**src/rtl/ser5_pkg.sv**
```systemverilog
package ser5_pkg;

  // Per-cycle control decoded from the bit index and the valid strobe.
  typedef struct packed {
    logic start;  // idle index and strobe high: launch bit 0 this edge
    logic shift;  // inside a frame: send the bit at the current index
    logic last;   // the bit sent this edge is the final one
  } step_t;

endpackage

```
**src/rtl/ser5_seq.sv**
```systemverilog
module ser5_seq
  import ser5_pkg::*;
#(
  parameter int WORD_W = 5,
  parameter int IDX_W  = $clog2(WORD_W)
) (
  input  logic             clk,
  input  logic             rst_n,
  input  logic             word_vld,
  output logic [IDX_W-1:0] idx_q,
  output step_t            step
);

  localparam logic [IDX_W-1:0] LAST_IDX = IDX_W'(WORD_W - 1);
  localparam logic [IDX_W-1:0] ONE_IDX  = IDX_W'(1);

  logic [IDX_W-1:0] idx_d;
  logic             idx_en;

  always_comb begin
    step.start = (idx_q == '0) && word_vld;
    step.shift = (idx_q != '0);
    step.last  = step.shift && (idx_q == LAST_IDX);
    idx_en     = step.start || step.shift;
    if (step.start) begin
      idx_d = ONE_IDX;
    end else if (step.last) begin
      idx_d = '0;
    end else begin
      idx_d = idx_q + ONE_IDX;
    end
  end

  always_ff @(posedge clk or negedge rst_n) begin
    if (!rst_n) begin
      idx_q <= '0;
    end else if (idx_en) begin
      idx_q <= idx_d;
    end
  end

endmodule

```
**src/rtl/ser5_hold.sv**
```systemverilog
module ser5_hold
  import ser5_pkg::*;
#(
  parameter int WORD_W = 5,
  parameter int IDX_W  = $clog2(WORD_W)
) (
  input  logic              clk,
  input  logic              rst_n,
  input  step_t             step,
  input  logic [IDX_W-1:0]  idx_q,
  input  logic [WORD_W-1:0] par_word,
  output logic              ser_bit
);

  logic [WORD_W-1:0] hold_q;
  logic              bit_d;

  // The copy of the word is loaded only on the start edge.
  always_ff @(posedge clk or negedge rst_n) begin
    if (!rst_n) begin
      hold_q <= '0;
    end else if (step.start) begin
      hold_q <= par_word;
    end
  end

  // Bit 0 comes from the live input, because the copy is only being loaded
  // on this edge. Later bits come from the copy.
  always_comb begin
    if (step.start) begin
      bit_d = par_word[0];
    end else if (step.shift) begin
      bit_d = hold_q[idx_q];
    end else begin
      bit_d = 1'b0;
    end
  end

  always_ff @(posedge clk or negedge rst_n) begin
    if (!rst_n) begin
      ser_bit <= 1'b0;
    end else begin
      ser_bit <= bit_d;
    end
  end

endmodule

```
**src/rtl/ser5_flags.sv**
```systemverilog
module ser5_flags
  import ser5_pkg::*;
(
  input  logic  clk,
  input  logic  rst_n,
  input  step_t step,
  output logic  word_done,
  output logic  busy
);

  logic busy_d;
  logic done_d;

  always_comb begin
    busy_d = step.start || step.shift;
    done_d = step.last;
  end

  always_ff @(posedge clk or negedge rst_n) begin
    if (!rst_n) begin
      busy      <= 1'b0;
      word_done <= 1'b0;
    end else begin
      busy      <= busy_d;
      word_done <= done_d;
    end
  end

endmodule

```
**src/rtl/word_serializer.sv**
```systemverilog
module word_serializer
  import ser5_pkg::*;
#(
  parameter int WORD_W = 5
) (
  input  logic              clk,
  input  logic              rst_n,
  input  logic [WORD_W-1:0] par_word,
  input  logic              word_vld,
  output logic              ser_bit,
  output logic              word_done,
  output logic              busy
);

  localparam int IDX_W = $clog2(WORD_W);

  logic [IDX_W-1:0] idx_q;
  step_t            step;

  ser5_seq #(.WORD_W(WORD_W), .IDX_W(IDX_W)) u_seq (
    .clk      (clk),
    .rst_n    (rst_n),
    .word_vld (word_vld),
    .idx_q    (idx_q),
    .step     (step)
  );

  ser5_hold #(.WORD_W(WORD_W), .IDX_W(IDX_W)) u_hold (
    .clk      (clk),
    .rst_n    (rst_n),
    .step     (step),
    .idx_q    (idx_q),
    .par_word (par_word),
    .ser_bit  (ser_bit)
  );

  ser5_flags u_flags (
    .clk       (clk),
    .rst_n     (rst_n),
    .step      (step),
    .word_done (word_done),
    .busy      (busy)
  );

endmodule

```
**config.mk**
```make
export PLATFORM = sky130hd
export DESIGN_NAME = word_serializer
export DESIGN_NICKNAME = d
export VERILOG_FILES = /design/src/rtl/ser5_pkg.sv /design/src/rtl/ser5_seq.sv /design/src/rtl/ser5_hold.sv /design/src/rtl/ser5_flags.sv /design/src/rtl/word_serializer.sv
export SDC_FILE = /design/constraint.sdc
export NUM_CORES = 1
export LEC_CHECK = 0
export BUFFER_PORTS_ARGS = -buffer_cell sky130_fd_sc_hd__buf_4
export CAP_MARGIN = 20
export CELL_PAD_IN_SITES_DETAIL_PLACEMENT = 2
export CELL_PAD_IN_SITES_GLOBAL_PLACEMENT = 2
export CORE_MARGIN = 5
export CORE_UTILIZATION = 33
export DETAILED_ROUTE_END_ITERATION = 10
export MAX_ROUTING_LAYER = met4
export PLACE_DENSITY_LB_ADDON = 0.1
export RECOVER_POWER = 100
export SLEW_MARGIN = 20
export SYNTH_ARGS = -nofsm -noshare
export SYNTH_HDL_FRONTEND = slang
export SYNTH_SLANG_ARGS = --single-unit
export TNS_END_PERCENT = 1
```
**constraint.sdc**
```tcl
create_clock -name clk -period 2.2 [get_ports clk]
set_clock_uncertainty 0.2 [all_clocks]
set_input_delay 0.44 -clock clk [delete_from_list [all_inputs] [get_ports clk]]
set_output_delay 0.44 -clock clk [all_outputs]
set_load 0.01 [all_outputs]
```
* Word-level counts from Yosys, hierarchy flattened
Index checks and enable logic that the tools add are counted.
** Storage, ports and cells
- Register bits :: 11
- Input port bits :: 8
- Output and inout port bits :: 3
- Word-level logic and storage cells :: 19
** Cells by class
- $add $sub $neg :: 1
- $lt $le $gt $ge :: 1
- Equal/unequal tests :: 1
- Multiplexer cells :: 6
- Reduce and logical (&&, ||, !) cells :: 5
** Operators with widths (number)
- $mux W3 :: 2
- $lt A3 B4 Y1 const B :: 1
- $add A3 B1 Y3 const B :: 1
- $bmux W1 S3 :: 1
- $eq A3 B3 Y1 const B :: 1
- $logic_not A3 Y1 :: 1
- $mux W1 :: 3
- $reduce_bool A3 Y1 :: 1
- $logic_and A1 B1 Y1 :: 2
- $logic_or A1 B1 Y1 :: 1

* Depth between registers and ports, before layout
- Depth after elaboration :: 4
- Gate-level depth with buffers :: 4
- Gate-level depth less buffers :: 4

* By module
From an unflattened synthesis, not the netlist that was laid out.
** Second synthesis, totals
- Cell total of the unflattened synthesis :: 40
- Area total of the unflattened synthesis :: 514.2 µm²
** By module, submodules not included
- ser5_hold :: area each 289.0 µm², cells an instance 20, times used 1
- ser5_seq :: area each 168.9 µm², cells an instance 17, times used 1
- ser5_flags :: area each 56.3 µm², cells an instance 3, times used 1

* Worst setup path after synthesis
Ideal clock, no wire load.
- Path kind :: flip-flop to flip-flop
- From :: register u_seq.idx_q[0]
- To :: register u_seq.idx_q[1]
- Data arrival time :: 1.410 ns
- Required time :: 1.875 ns
- Slack :: 0.465 ns
- Stages on the path, launching flop included :: 5
- Setup time :: 0.125 ns
- Clock period less this slack :: 1.735 ns
- Cell sequence :: dfrtp_1 -> inv_1 -> ha_1 -> or3b_4 -> mux2_4
** On the way
- Elaborated cells between the ends (all ways) :: 9
- Classes of those cells :: add/sub: 1; eq/ne: 1; mux: 2; reduce/logical: 5
** RTL lines
- start: declaration :: line ser5_seq.sv:10 : output logic [IDX_W-1:0] idx_q,
- start signal: assignment :: line ser5_seq.sv:38 : idx_q <= idx_d;
- $logic_not A3 Y1 :: line ser5_seq.sv:21 : step.start = (idx_q == '0) && word_vld;
- $logic_and A1 B1 Y1 :: line ser5_seq.sv:21
- $logic_or A1 B1 Y1 *
- via u_flags.busy_d :: line ser5_flags.sv:11 : logic busy_d;
The timed path passes the listed nets; every way through them passes the cells marked *.
A chain may end at the register's enable or synchronous reset.

* Worst setup path after layout
Ends and elaborated chain as after synthesis.

==> results.txt <==
top cell type's share of synthesized area = 56.4%
DRC violations left = 0
critical path data required time = 2.14 ns
Hold Crit Class = in -> reg
hold path startpoint = par_word[4]
Die Y = 48.5 µm
Max Root-Sink Buffers = 2
Pint = 0.538 mW
Syn Inst Count = 33
largest net degree at the start of global routing = 12
Num CTS Buffers = 3
PostCTS Resize Cnt = 0
nets@finish = 59
Syn. warnings = 0
clock-pin slew on the worst setup and hold paths = 0.07 ns
max_cap viols = 0
critical path capture point type = flip-flop
CTS H-Tree Depth = 1
ys async rst share = 100%
Post-CTS Hold Buffers = 1
status = finished clean
CP arrival = 1.82 ns
DR vias/cell = 4.97
top cells by area, synth = dfrtp_1 56%, mux2_2 9.2%, ha_1 5.1%, mux4_2 4.6%, mux2_4 3.1%
CP Max Fanout = 7
Pwr Density = 1350 nW/µm²
FF-to-FF Start = u_seq.idx_q[0]$_DFFE_PN0P_
PortBufs = 10
switching share of power = 33.1%
Synth Net Count = 43
global-route wire length before repair = 1.85 mm
gr usage total = 10.5%
crit share post-route = 85.4%
Synth Area per Inst = 14.8 µm²
GR Overflow Total = 0
CP Class = reg -> reg
top-count cell post-synth = dfrtp_1
initial core utilization = 36.1%
die area = 2350 µm²
setup TNS = 0 ns
Flop pwr share = 46.8%
clock power share = 16.8%
clock root cell = clkbuf_4
Post-CTS Setup Inserts = 0
TritonCTS clock tree = built
Relative slew margins = 60.5%
floorplan core area = 1350 µm²
Std-Cell Rows = 13
sequential area share after synthesis = 56.4%
Critical Path Source = u_seq.idx_q[0]$_DFFE_PN0P_
vias in the first global route = 383
# setup viols final = 0
DIE WIDTH = 48.5 µm
top post-synthesis cells by count = 11 x dfrtp_1, 4 x mux2_2, 2 x ha_1, 2 x inv_1, 2 x nor2_1
Total Wirelength = 1.02 mm
RSZ-0062 raised after global routing = false
critical path launch point type = flip-flop
dominant cell type by area after synthesis = dfrtp_1
via count = 313
Ant. Diodes = 0
minimum clock period = 1.88 ns
net switching power = 0.266 mW
initial antenna violation count = 0
Final ANT Viol Nets = 0
wire per inst = 16.1 µm
fin util = 44.2%
final-layout fill cell count = 147
Max Fclk = 532 MHz
EDFF count, synth = 0
combinational power share = 36.4%
share of post-route cells with drive strength above 1 = 31.3%
DRT iter0 DRCs = 1
Worst-Skew Late Latency = 0.26 ns
Synth Register Bits = 11
Max Transition Viols Final = 0
hpwl dp = 815 µm
# IOs = 11
actual slew at the worst max-slew pin = 0.593 ns
static leakage = 0.283 nW
final hold vios = 0
count of cell types in the netlist = 17
Area Overhead vs Synth = 22.3%
mapped cell area = 488 µm²
Pre-antenna DRT Iters = 3
VDD IR max = 0.587 mV
routability cong. = 0.749
Primary FF master, synth = dfrtp_1
clk sinks = 11
==> worst paths after layout <==
check	end	slack, ns	cells past startpoint
setup / recovery	u_seq.idx_q[1]$_DFFE_PN0P_	0.32	4
min in group asynchronous	u_seq.idx_q[2]$_DFFE_PN0P_	0.48	2
hold / removal	u_hold.hold_q[4]$_DFFE_PN0P_	0.20	2
hold reg to reg	u_hold.hold_q[0]$_DFFE_PN0P_	0.29	1
max in group asynchronous	u_flags.word_done$_DFF_PN0_	0.93	2
setup reg to reg	u_seq.idx_q[1]$_DFFE_PN0P_	0.32	4
==> power by group through the flow <==
stage	combinational [mW]	clock, mW	sequential (mW)
floorplan	0.241	0	0.361
global placement	0.310	0	0.370
detailed placement	0.333	0	0.381
CTS	0.341	0.140	0.378
global route	0.330	0.149	0.391
finish	0.293	0.135	0.376
==> layout make-up <==
type	count	area (µm²)	share of cell area [%]
inverters	2	7.51	1.26
multi-input cells	20	199	33.3
flip-flops and latches	11	275	46.1
clock buffers	4	26.3	4.40
well taps	15	18.8	3.14
repair buffers	11	70.1	11.7
==> layout by cell type (no fill, tap or decap) <==
cell type,synthesis,final
a211o_1,1,1
mux2_2,4,3
mux2_1,0,2
buf_4,0,6
nor2_1,2,2
nand3b_1,1,1
and2_2,1,1
and4b_2,1,1
ha_1,2,2
a21o_1,1,1
o21bai_1,1,1
mux2i_1,1,1
mux4_2,1,1
xnor2_1,1,1
nor4bb_1,1,1
dlygate4sd3_1,0,1
clkbuf_1,0,5
or3b_1,0,1
inv_1,2,2
clkbuf_4,0,3
dfrtp_1,11,11
==> worst max-delay path: stages, from the launching register on <==
cell     delay (ns)
dfrtp_1        0.45
inv_1          0.09
ha_1           0.28
or3b_1         0.41
mux2_1         0.32
==> metrics by stage <==
stage / instance area (µm²) / total power, mW / hold slack [ns] / instances / setup WS, ns
floorplan: 488 / 0.602 / -0.0556 / 33 / 0.465
global placement: 582 / 0.679 / 0.0767 / 58 / 0.410
detailed placement: 582 / 0.714 / 0.0845 / 58 / 0.350
CTS: 618 / 0.859 / 0.199 / 63 / 0.319
global route: 597 / 0.870 / 0.198 / 63 / 0.227
finish: 597 / 0.803 / 0.203 / 63 / 0.320
==> kinds of logic after synthesis <==
group           after synthesis  synth area share (%)
flops                        11                  56.4
fa+ha+maj                     2                  5.13
compound gates                3                  4.87
mux                           7                  19.0
xor+xnor                      1                  1.80
buf+inv                       2                  1.54
simple gates                  7                  11.3
==> metal layers <==
layer / GRT usage [%] / vias up / routed length [µm]
met5: - / - / 0
met3: 4.59 / 0 / 62
met2: 16.1 / 8 / 498
met4: 4.04 / 0 / 0
li1: - / 147 / -
met1: 12.1 / 158 / 454
==> sequential cells by signal (all words and copies together) (netlist names) <==
name / cells
u_flags.word_done: 1
u_hold.ser_bit: 1
u_hold.hold_q: 5
u_flags.busy: 1
u_seq.idx_q: 3
(Power assumes the default switching activity.)
